==> config.mk <==
export PLATFORM = sky130hd
export DESIGN_NAME = i2c_pin_ctrl
export DESIGN_NICKNAME = d
export VERILOG_FILES = /design/src/rtl/i2cpc_pkg.sv /design/src/rtl/i2cpc_sync.sv /design/src/rtl/i2cpc_bus_fsm.sv /design/src/rtl/i2cpc_regbank.sv /design/src/rtl/i2cpc_pin_out.sv /design/src/rtl/i2c_pin_ctrl.sv
export SDC_FILE = /design/constraint.sdc
export NUM_CORES = 1
export LEC_CHECK = 0
export BUFFER_PORTS_ARGS = -buffer_cell sky130_fd_sc_hd__buf_4
export CAP_MARGIN = 10
export CORE_ASPECT_RATIO = 0.7
export CORE_MARGIN = 3
export CORE_UTILIZATION = 60
export CTS_CLUSTER_DIAMETER = 120
export CTS_CLUSTER_SIZE = 30
export DETAILED_ROUTE_END_ITERATION = 10
export GPL_TIMING_DRIVEN = 0
export PLACE_DENSITY = 0.76
export SLEW_MARGIN = 0
export SYNTH_ARGS = -nofsm -noshare
export SYNTH_HDL_FRONTEND = slang
export SYNTH_SLANG_ARGS = --single-unit
export TNS_END_PERCENT = 50
==> constraint.sdc <==
create_clock -name clk -period 5.5 [get_ports clk]
set_clock_uncertainty 0.1 [all_clocks]
set_input_delay 0.825 -clock clk [delete_from_list [all_inputs] [get_ports clk]]
set_output_delay 0.825 -clock clk [all_outputs]
set_load 0.005 [all_outputs]
==> src/rtl/i2cpc_pkg.sv <==
package i2cpc_pkg;

  localparam int PTR_W = 4;
  localparam logic [3:0] ADDR_FIXED = 4'b1100;

  typedef enum logic [2:0] {
    ST_IDLE,
    ST_RX,
    ST_RX_ACK,
    ST_TX,
    ST_TX_ACK,
    ST_IGNORE
  } bus_st_e;

  typedef enum logic [1:0] {
    RK_ADDR,
    RK_CMD,
    RK_DATA
  } rx_kind_e;

  typedef enum logic [1:0] {
    SEL_LOW    = 2'b00,
    SEL_HIZ    = 2'b01,
    SEL_BLINK0 = 2'b10,
    SEL_BLINK1 = 2'b11
  } pin_sel_e;

endpackage

==> src/rtl/i2cpc_sync.sv <==
module i2cpc_sync #(
  parameter int   WIDTH   = 1,
  parameter logic RST_VAL = 1'b0
) (
  input  logic             clk,
  input  logic             rst_n,
  input  logic [WIDTH-1:0] d_i,
  output logic [WIDTH-1:0] q_o
);

  logic [WIDTH-1:0] meta_q;
  logic [WIDTH-1:0] stab_q;

  always_ff @(posedge clk or negedge rst_n) begin
    if (!rst_n) begin
      meta_q <= {WIDTH{RST_VAL}};
      stab_q <= {WIDTH{RST_VAL}};
    end else begin
      meta_q <= d_i;
      stab_q <= meta_q;
    end
  end

  assign q_o = stab_q;

endmodule

==> src/rtl/i2cpc_bus_fsm.sv <==
module i2cpc_bus_fsm
  import i2cpc_pkg::*;
(
  input  logic       clk,
  input  logic       rst_n,
  input  logic       scl_s,
  input  logic       sda_s,
  input  logic [2:0] addr_sel_i,
  input  logic [7:0] rd_data_i,
  output logic       sda_pull_low_o,
  output logic       cmd_we_o,
  output logic       data_we_o,
  output logic       rd_load_o,
  output logic [7:0] rx_byte_o,
  output logic       stop_o
);

  logic     scl_q, sda_q;
  bus_st_e  st_q, st_d;
  rx_kind_e kind_q, kind_d;
  logic [2:0] cnt_q, cnt_d;
  logic       full_q, full_d;
  logic [7:0] shift_q, shift_d;
  logic       rdm_q, rdm_d;
  logic       mack_q, mack_d;
  logic       drive_q, drive_d;

  logic scl_rise, scl_fall, start_det, stop_det, addr_hit;

  assign scl_rise  = scl_s & ~scl_q;
  assign scl_fall  = ~scl_s & scl_q;
  assign start_det = scl_s & scl_q & sda_q & ~sda_s;
  assign stop_det  = scl_s & scl_q & ~sda_q & sda_s;
  assign addr_hit  = (shift_q[7:1] == {ADDR_FIXED, addr_sel_i});

  always_comb begin
    st_d      = st_q;
    kind_d    = kind_q;
    cnt_d     = cnt_q;
    full_d    = full_q;
    shift_d   = shift_q;
    rdm_d     = rdm_q;
    mack_d    = mack_q;
    cmd_we_o  = 1'b0;
    data_we_o = 1'b0;
    rd_load_o = 1'b0;
    if (stop_det) begin
      st_d = ST_IDLE;
    end else if (start_det) begin
      st_d   = ST_RX;
      kind_d = RK_ADDR;
      cnt_d  = 3'd0;
      full_d = 1'b0;
      rdm_d  = 1'b0;
    end else begin
      case (st_q)
        ST_RX: begin
          if (scl_rise && !full_q) begin
            shift_d = {shift_q[6:0], sda_s};
            cnt_d   = cnt_q + 3'd1;
            full_d  = (cnt_q == 3'd7);
          end else if (scl_fall && full_q) begin
            full_d = 1'b0;
            cnt_d  = 3'd0;
            case (kind_q)
              RK_ADDR: begin
                if (addr_hit) begin
                  st_d   = ST_RX_ACK;
                  rdm_d  = shift_q[0];
                  kind_d = RK_CMD;
                end else begin
                  st_d = ST_IGNORE;
                end
              end
              RK_CMD: begin
                st_d     = ST_RX_ACK;
                cmd_we_o = 1'b1;
                kind_d   = RK_DATA;
              end
              default: begin
                st_d      = ST_RX_ACK;
                data_we_o = 1'b1;
              end
            endcase
          end
        end
        ST_RX_ACK: begin
          if (scl_fall) begin
            if (rdm_q) begin
              st_d      = ST_TX;
              rd_load_o = 1'b1;
              shift_d   = rd_data_i;
              cnt_d     = 3'd0;
            end else begin
              st_d = ST_RX;
            end
          end
        end
        ST_TX: begin
          if (scl_fall) begin
            if (cnt_q == 3'd7) begin
              st_d = ST_TX_ACK;
            end else begin
              shift_d = {shift_q[6:0], 1'b0};
              cnt_d   = cnt_q + 3'd1;
            end
          end
        end
        ST_TX_ACK: begin
          if (scl_rise) begin
            mack_d = ~sda_s;
          end else if (scl_fall) begin
            if (mack_q) begin
              st_d      = ST_TX;
              rd_load_o = 1'b1;
              shift_d   = rd_data_i;
              cnt_d     = 3'd0;
            end else begin
              st_d = ST_IGNORE;
            end
          end
        end
        default: ;
      endcase
    end
    drive_d = (st_d == ST_RX_ACK) || ((st_d == ST_TX) && !shift_d[7]);
  end

  always_ff @(posedge clk or negedge rst_n) begin
    if (!rst_n) begin
      scl_q   <= 1'b1;
      sda_q   <= 1'b1;
      st_q    <= ST_IDLE;
      kind_q  <= RK_ADDR;
      cnt_q   <= 3'd0;
      full_q  <= 1'b0;
      shift_q <= 8'h00;
      rdm_q   <= 1'b0;
      mack_q  <= 1'b0;
      drive_q <= 1'b0;
    end else begin
      scl_q   <= scl_s;
      sda_q   <= sda_s;
      st_q    <= st_d;
      kind_q  <= kind_d;
      cnt_q   <= cnt_d;
      full_q  <= full_d;
      shift_q <= shift_d;
      rdm_q   <= rdm_d;
      mack_q  <= mack_d;
      drive_q <= drive_d;
    end
  end

  assign sda_pull_low_o = drive_q;
  assign rx_byte_o      = shift_q;
  assign stop_o         = stop_det;

endmodule

==> src/rtl/i2cpc_regbank.sv <==
module i2cpc_regbank
  import i2cpc_pkg::*;
#(
  parameter int N_PINS = 16
) (
  input  logic                  clk,
  input  logic                  rst_n,
  input  logic                  cmd_we_i,
  input  logic                  data_we_i,
  input  logic                  rd_load_i,
  input  logic [7:0]            wr_byte_i,
  input  logic [N_PINS-1:0]     pins_i,
  output logic [7:0]            rd_data_o,
  output logic [2*N_PINS-1:0]   sel_flat_o,
  output logic [PTR_W-1:0]      ptr_o,
  output logic                  adv_o
);

  localparam int IN_REGS  = N_PINS / 8;
  localparam int SEL_REGS = N_PINS / 4;
  localparam int NREG     = IN_REGS + SEL_REGS;
  localparam int NUM_IDX  = 2 ** PTR_W;
  localparam logic [PTR_W-1:0] LAST = PTR_W'(NREG - 1);

  logic [PTR_W-1:0]      ptr_q, ptr_d, ptr_inc;
  logic                  ai_q, ai_d;
  logic [8*SEL_REGS-1:0] sel_q;
  logic [SEL_REGS-1:0]   sel_we;
  logic [7:0]            rd_word [NUM_IDX];

  assign adv_o   = ai_q & (data_we_i | rd_load_i);
  assign ptr_inc = (ptr_q >= LAST) ? '0 : ptr_q + 1'b1;

  always_comb begin
    ptr_d = ptr_q;
    ai_d  = ai_q;
    if (cmd_we_i) begin
      ptr_d = wr_byte_i[PTR_W-1:0];
      ai_d  = wr_byte_i[4];
    end else if (adv_o) begin
      ptr_d = ptr_inc;
    end
  end

  always_ff @(posedge clk or negedge rst_n) begin
    if (!rst_n) begin
      ptr_q <= '0;
      ai_q  <= 1'b0;
    end else begin
      ptr_q <= ptr_d;
      ai_q  <= ai_d;
    end
  end

  genvar gk;
  generate
    for (gk = 0; gk < SEL_REGS; gk++) begin : g_we
      assign sel_we[gk] = data_we_i && (ptr_q == PTR_W'(IN_REGS + gk));
    end
  endgenerate

  always_ff @(posedge clk or negedge rst_n) begin
    if (!rst_n) begin
      sel_q <= {SEL_REGS{8'h55}};
    end else begin
      for (int k = 0; k < SEL_REGS; k++) begin
        if (sel_we[k]) begin
          sel_q[8*k +: 8] <= wr_byte_i;
        end
      end
    end
  end

  genvar gi;
  generate
    for (gi = 0; gi < NUM_IDX; gi++) begin : g_word
      if (gi < IN_REGS) begin : g_in
        assign rd_word[gi] = pins_i[8*gi +: 8];
      end else if (gi < NREG) begin : g_sel
        assign rd_word[gi] = sel_q[8*(gi-IN_REGS) +: 8];
      end else begin : g_none
        assign rd_word[gi] = 8'h00;
      end
    end
  endgenerate

  assign rd_data_o  = rd_word[ptr_q];
  assign sel_flat_o = sel_q;
  assign ptr_o      = ptr_q;

endmodule

==> src/rtl/i2cpc_pin_out.sv <==
module i2cpc_pin_out
  import i2cpc_pkg::*;
#(
  parameter int N_PINS = 16
) (
  input  logic [2*N_PINS-1:0] sel_flat_i,
  input  logic                blink0_i,
  input  logic                blink1_i,
  output logic [N_PINS-1:0]   pull_low_o
);

  genvar gp;
  generate
    for (gp = 0; gp < N_PINS; gp++) begin : g_pin
      pin_sel_e code;
      assign code = pin_sel_e'(sel_flat_i[2*gp +: 2]);
      always_comb begin
        case (code)
          SEL_LOW:    pull_low_o[gp] = 1'b1;
          SEL_HIZ:    pull_low_o[gp] = 1'b0;
          SEL_BLINK0: pull_low_o[gp] = ~blink0_i;
          default:    pull_low_o[gp] = ~blink1_i;
        endcase
      end
    end
  endgenerate

endmodule

==> src/rtl/i2c_pin_ctrl.sv <==
module i2c_pin_ctrl
  import i2cpc_pkg::*;
#(
  parameter int N_PINS = 16
) (
  input  logic              clk,
  input  logic              rst_n,
  input  logic              scl_i,
  input  logic              sda_i,
  output logic              sda_pull_low_o,
  input  logic [2:0]        addr_sel_i,
  input  logic [N_PINS-1:0] pin_i,
  input  logic              blink0_i,
  input  logic              blink1_i,
  output logic [N_PINS-1:0] pin_pull_low_o
);

  logic rst_meta_q, rst_sync_n;

  always_ff @(posedge clk or negedge rst_n) begin
    if (!rst_n) begin
      rst_meta_q <= 1'b0;
      rst_sync_n <= 1'b0;
    end else begin
      rst_meta_q <= 1'b1;
      rst_sync_n <= rst_meta_q;
    end
  end

  logic [1:0]          bus_s;
  logic                scl_s, sda_s;
  logic [N_PINS-1:0]   pins_s;
  logic [7:0]          rd_data, rx_byte;
  logic                cmd_we, data_we, rd_load, stop_det, adv;
  logic [2*N_PINS-1:0] sel_flat;
  logic [PTR_W-1:0]    ptr;

  i2cpc_sync #(.WIDTH(2), .RST_VAL(1'b1)) u_bus_sync (
    .clk   (clk),
    .rst_n (rst_sync_n),
    .d_i   ({scl_i, sda_i}),
    .q_o   (bus_s)
  );

  assign scl_s = bus_s[1];
  assign sda_s = bus_s[0];

  i2cpc_sync #(.WIDTH(N_PINS), .RST_VAL(1'b0)) u_pin_sync (
    .clk   (clk),
    .rst_n (rst_sync_n),
    .d_i   (pin_i),
    .q_o   (pins_s)
  );

  i2cpc_bus_fsm u_fsm (
    .clk            (clk),
    .rst_n          (rst_sync_n),
    .scl_s          (scl_s),
    .sda_s          (sda_s),
    .addr_sel_i     (addr_sel_i),
    .rd_data_i      (rd_data),
    .sda_pull_low_o (sda_pull_low_o),
    .cmd_we_o       (cmd_we),
    .data_we_o      (data_we),
    .rd_load_o      (rd_load),
    .rx_byte_o      (rx_byte),
    .stop_o         (stop_det)
  );

  i2cpc_regbank #(.N_PINS(N_PINS)) u_regs (
    .clk        (clk),
    .rst_n      (rst_sync_n),
    .cmd_we_i   (cmd_we),
    .data_we_i  (data_we),
    .rd_load_i  (rd_load),
    .wr_byte_i  (rx_byte),
    .pins_i     (pins_s),
    .rd_data_o  (rd_data),
    .sel_flat_o (sel_flat),
    .ptr_o      (ptr),
    .adv_o      (adv)
  );

  i2cpc_pin_out #(.N_PINS(N_PINS)) u_pins (
    .sel_flat_i (sel_flat),
    .blink0_i   (blink0_i),
    .blink1_i   (blink1_i),
    .pull_low_o (pin_pull_low_o)
  );

endmodule

==> results of run 1 <==
## worst max-delay path, delay by kind of cell
family,cells,cell delay (ps)
AOI/OAI and AO/OA,2,310
buffers and inverters,3,1010
## report_power, final
part	switching (W)	internal, W
Combinational	0.000215	0.000142
Clock	0.000275	0.000177
Sequential	0.0000428	0.000763
## layout make-up
class                           count  share of cell area, %
Buffer                             20                   1.89
Clock buffer                        9                   2.34
Clock inverter                      7                   1.28
Inverter                           10                  0.709
Multi-Input combinational cell    255                   38.8
Sequential cell                    97                   46.5
Tap cell                           98                   2.32
Timing Repair Buffer               41                   6.19
## cell families after synthesis
group	Yosys count	synth area share (%)
fa+ha+maj	6	1.62
simple gates	100	13.3
buf+inv	30	2.96
mux	52	14.2
flops	97	52.8
compound gates	92	14.2
xor+xnor	4	0.754
other cells	1	0.0807
## layer usage
metal	up-vias	track usage, %	part of all wire [%]
met4	0	7.78	1.0
met2	121	34.1	42
met3	7	5.23	6.2
met1	1617	39.3	51
li1	1498	-	-
met5	-	0	0
## cell usage after synthesis, types with 7 or more instances
master	instances	area, sq um
a21o_1	19	143
a21oi_1	12	60.1
a221o_1	8	80.1
buf_2	8	40.0
clkbuf_1	7	26.3
dfrtp_1	75	1880
dfstp_2	22	578
inv_1	10	37.5
mux2_1	14	158
mux2_2	19	214
mux2i_1	11	110
mux4_2	8	180
nand2_1	26	97.6
nand3_1	7	35.0
nor2_1	26	97.6
o21ai_0	21	105
## placed cells by master (no fill, tap or decap), types with 3 or more instances in the layout
| cell type | Yosys | final |
|---|---|---|
| dfrtp_1 | 75 | 74 |
| buf_4 | 2 | 42 |
| nor2_1 | 26 | 26 |
| nand2_1 | 26 | 26 |
| dfstp_2 | 22 | 22 |
| o21ai_0 | 21 | 21 |
| a21o_1 | 19 | 19 |
| mux2_2 | 19 | 19 |
| mux2_1 | 14 | 14 |
| a21oi_1 | 12 | 12 |
| mux2i_1 | 11 | 11 |
| inv_1 | 10 | 10 |
| clkbuf_8 | 0 | 9 |
| buf_2 | 8 | 8 |
| mux4_2 | 8 | 8 |
| a221o_1 | 8 | 8 |
| nand3_1 | 7 | 7 |
| clkbuf_1 | 7 | 7 |
| nor2b_1 | 6 | 6 |
| a31oi_1 | 6 | 6 |
| ha_1 | 6 | 6 |
| o21ai_1 | 5 | 5 |
| nand2b_1 | 4 | 4 |
| nand4_4 | 4 | 4 |
| inv_6 | 0 | 4 |
| xor2_1 | 3 | 3 |
| and3b_1 | 3 | 3 |
| nor3b_1 | 3 | 3 |
## flip-flops by register name (all words and copies together) (netlist names), 2 cells and up
| name | flops |
|---|---|
| u_bus_sync.q_o | 2 |
| u_pin_sync.q_o | 16 |
| u_fsm.rx_byte_o | 8 |
| u_bus_sync.meta_q | 2 |
| u_pin_sync.meta_q | 16 |
| u_fsm.cnt_q | 3 |
| u_regs.ptr_o | 4 |
| u_fsm.kind_q | 2 |
| u_fsm.st_q | 3 |
| u_regs.sel_flat_o | 32 |
## worst paths after layout
| path | to | cells after the start | slack [ps] |
|---|---|---|---|
| max in group asynchronous | u_regs.sel_flat_o[24] | 1 | 4460 |
| max | pin_pull_low_o[7] | 5 | 2440 |
| min reg2reg | u_fsm.st_q[1] | 0 | 150 |
| min in group clk | u_bus_sync.q_o[0] | 0 | 250 |
| min | rst_sync_n | 1 | 110 |
| max reg2reg | u_regs.ptr_o[3] | 8 | 2990 |
## stage by stage
step | hold WS, ps | total power (W) | area, sq um
global route | 83.9 | 0.00170 | 5290
floorplan | 231 | 0.00106 | 4650
CTS | 92.6 | 0.00162 | 5290
detailed placement | 164 | 0.00117 | 5100
global placement | 231 | 0.00116 | 5070
finish | 109 | 0.00162 | 5290
==> flow_summary.json, run 1 <==
{
  "wire_per_inst_um": 19.0,
  "port_buffers": 40,
  "cts_hold_buf": 0,
  "dp_slack_ps": 2460,
  "dieWidth_um": 111,
  "drv_cap": 0,
  "final_cell_count_no_fill": 537,
  "synth-seq-area-share_pct": 52.8,
  "first_iter_violations": 245,
  "dieArea_sq_um": 8850,
  "grt_pass1_vias": 3160,
  "status": "complete, no violations",
  "netlist_instances": 382,
  "synth-seq-cells": 97,
  "avgSynthCellArea_sq_um": 12.2,
  "antenna_found_initial": 0,
  "holdCritPathClass": "input port to asynchronous set/reset pin",
  "rsz0062_at_grt": "no",
  "ys_types": 64,
  "cts_buffer_depth": 2,
  "cts_sinks": 97,
  "fmax_mhz": 327,
  "die-height_um": 79.6,
  "syn-num-nets": 413,
  "hold_viol": 0,
  "fill_cells": 525,
  "slowest_stage": "clkbuf_1",
  "peakVddDrop_v": 0.000314,
  "cts_root_buffer": "clkbuf_8",
  "coreArea_sq_um": 7420,
  "slew_violations": 0,
  "fin_crit_ps": 3060,
  "startpoint_type": "input port",
  "p_leak_nw": 2.48,
  "grt_start_max_net_pins": 69,
  "cts.clk_slew.worst_paths_ps": 90,
  "post_cts_resized": 0,
  "dp_cells": 521,
  "gr-total-overflow": 0,
  "rows": 26,
  "crit_path_frequent_cell": "clkbuf_1",
  "cp_slowest_stage_delay_ps": 510,
  "register_area_sq_um": 2460,
  "first_pass_iters": 4,
  "layout-drive-gt1-share_pct": 31.0,
  "wl_mm": 10.2,
  "final_core_util_pct": 71.4,
  "n_antenna_cell": 0,
  "initial_core_util_pct": 62.7,
  "post_drt_via_cell_ratio": 6.04,
  "post_cts_buffers": 0,
  "setup_violations": 0,
  "critPathLaunch": "blink0_i",
  "hpwl_mm": 7.32,
  "tns_ps": 0,
  "end_kind": "output port",
  "ys_warn_count": 0,
  "num_vias": 3243,
  "syn_area_sq_um": 4650,
  "required_ps": 4580,
  "powerDensity_nw_per_um2": 305,
  "antenna_left": 0,
  "cp_max_fo": 10,
  "worstPathArrival_ps": 2130,
  "relSlewSlack_pct": 37.7,
  "nNetsFinal": 465,
  "synth-edff-count": 0,
  "clkLatencyLatePin_ps": 380,
  "ioPinCount": 42,
  "grt_pass1_wl_mm": 16.8,
  "gp_congestion": 0.869,
  "multiInputGateArea_sq_um": 2050,
  "async_reset_ff_share_pct": 100,
  "synth_flop_cell": "dfrtp_1",
  "min_period_over_period_pct": 55.6,
  "htreeDepth": 3,
  "syn_to_final_growth_pct": 13.9,
  "cp_cell_sequence": "clkbuf_1, clkbuf_1, a21o_1, o21ai_0, buf_4",
  "worstMarginPinSlew_ps": 932,
  "grt_usage_pct": 24.8,
  "cts_tree": "built",
  "path_class": "input port to output port",
  "drc": 0,
  "setup_ws_ps": 2440,
  "r2r_start": "u_regs.ptr_o[1]",
  "cts_buffers": 9
}
No activity file was read; power rests on OpenSTA's default activity.
==> run 2, diff against run 1 <==
CORE_UTILIZATION = 59   (was 60)
PLACE_DENSITY = 0.75   (was 0.76)
clock period = 3.11 ns   (was 5.5 ns; I/O delays follow)
==> run 2 against run 1 <==
Compared with the run above: power up 95%; critical endpoint is now u_regs.ptr_o[3]; largest cell class unchanged; hold slack better by 16 ps; setup slack worse by 1900 ps; sequential share of layout area down 0.99 points; largest power group unchanged.
==> flow_summary.json, run 2 (synthesis results as in run 1) <==
{
  "initial_core_util_pct": 62.1,
  "layout-drive-gt1-share_pct": 30.9,
  "largest_reg_flops": 32,
  "first_pass_iters": 4,
  "tns_ps": 0,
  "ioPinCount": 42,
  "n_antenna_cell": 0,
  "post_cts_resized": 0,
  "most-common-layout-cells": "dfrtp_1, buf_4, nor2_1, nand2_1, dfstp_2",
  "peakVddDrop_v": 0.000626,
  "min_period_over_period_pct": 81.8,
  "gp_congestion": 0.869,
  "cts_buffers": 9,
  "post_dp_cell_area_sq_um": 5100,
  "path_class": "register to register",
  "power_w": 0.00315,
  "dieArea_sq_um": 8990,
  "antenna_found_initial": 0,
  "setup_violations": 0,
  "first_iter_violations": 290,
  "die-height_um": 80.3,
  "rsz0062_at_grt": "no",
  "slowest_stage": "clkbuf_1",
  "met1_usage_pct": 38.6,
  "gr-usage-met3_pct": 6.63,
  "cts_sinks": 97,
  "grt_pass1_vias": 3283,
  "busiest_layer": "met1",
  "fmax_mhz": 393,
  "syn_to_final_growth_pct": 16.4,
  "coreArea_sq_um": 7480,
  "port_buffers": 40,
  "grt_pass1_wl_mm": 17.5,
  "powerDensity_nw_per_um2": 582,
  "cp_max_fo": 10,
  "dieWidth_um": 112,
  "relSlewSlack_pct": 34.0,
  "end_kind": "register",
  "p_leak_nw": 2.54,
  "fin_crit_ps": 2540,
  "antenna_left": 0,
  "final_area_sq_um": 5410,
  "wire_per_inst_um": 19.9,
  "hpwl_mm": 7.49,
  "worstMarginPinSlew_ps": 987,
  "post_drt_via_cell_ratio": 6.19,
  "num_vias": 3328,
  "gr-total-overflow": 0,
  "holdWs_ps": 124,
  "drc": 0,
  "crit_path_frequent_cell": "a21oi_1",
  "status": "complete, no violations",
  "grtUsageMet2_pct": 37.0,
  "setup_ws_ps": 567,
  "cts_root_buffer": "clkbuf_16",
  "cts.clk_slew.worst_paths_ps": 70,
  "cts_buffer_depth": 2,
  "clkLatencyLatePin_ps": 340,
  "worstPathArrival_ps": 2710,
  "htreeDepth": 3,
  "nNetsFinal": 466,
  "cts_tree": "built",
  "cp_cell_sequence": "clkbuf_1, inv_1, ha_1, nand2b_1, a21oi_1, and4_1, mux2i_1, a21oi_1",
  "drv_cap": 0,
  "rows": 26,
  "cp_slowest_stage_delay_ps": 560,
  "holdCritPathClass": "input port to register",
  "grt_usage_pct": 25.9,
  "grt_start_max_net_pins": 71,
  "required_ps": 3280,
  "startpoint_type": "register",
  "slew_violations": 0,
  "final_common_cell": "dfrtp_1",
  "wl_mm": 10.7,
  "dp_slack_ps": 658,
  "hold_viol": 0
}
## run 2: critical path: cells and delay by family (launching register included)
kind / cells / cell delay [ps]
fa+ha+maj: 1 / 260
compound gates: 2 / 460
mux: 1 / 80
simple gates: 2 / 400
flops: 1 / 460
buf+inv: 2 / 710
## run 2: worst paths after layout
check | from | to | slack, ps | cells past startpoint
max in group asynchronous | rst_sync_n | u_regs.sel_flat_o[18] | 2090 | 1
hold reg to reg | rst_sync_n | u_fsm.sda_pull_low_o | 130 | 0
min in group asynchronous | rst_sync_n | u_fsm.sda_pull_low_o | 130 | 0
setup reg to reg | u_regs.ptr_o[1] | u_regs.ptr_o[3] | 570 | 8
setup / recovery | u_regs.ptr_o[1] | u_regs.ptr_o[3] | 570 | 8
hold / removal | pin_i[11] | u_pin_sync.meta_q[11] | 120 | 1
## run 2: layer usage
| metal | up-vias | share of wire [%] |
|---|---|---|
| met3 | 13 | 6.9 |
| li1 | 1497 | - |
| met2 | 138 | 43 |
| met5 | - | 0 |
| met1 | 1680 | 48 |
| met4 | 0 | 1.6 |
## run 2: repair_timing
item / CTS / global route
buffers inserted: 0 / 0
hold endpoints to repair: 2 / 0
hold buffers: 1 / 0
## run 2: layout make-up
class                      count  area [sq um]
buffer                        20           100
clock inverter                 6          57.6
tap                           98           123
sequential                    97          2460
fill                         526          2070
clock buffer                  10           239
timing repair buffer          42           338
inverter                      10          37.5
multi-input combinational    255          2050
## run 2: through the flow
step / std cells / util, %
after floorplan: 382 / -
after global placement: 520 / 67.8
after detailed placement: 521 / 68.2
after CTS: 538 / 72.3
after global routing: 538 / 72.3
final: 538 / 72.3
## run 2: report_power, final
part / switching [W] / internal [W] / total, W
registers: 0.0000736 / 0.00135 / 0.00142
clock network: 0.000497 / 0.000582 / 0.00108
logic: 0.000390 / 0.000252 / 0.000642
total: 0.000960 / 0.00219 / 0.00315
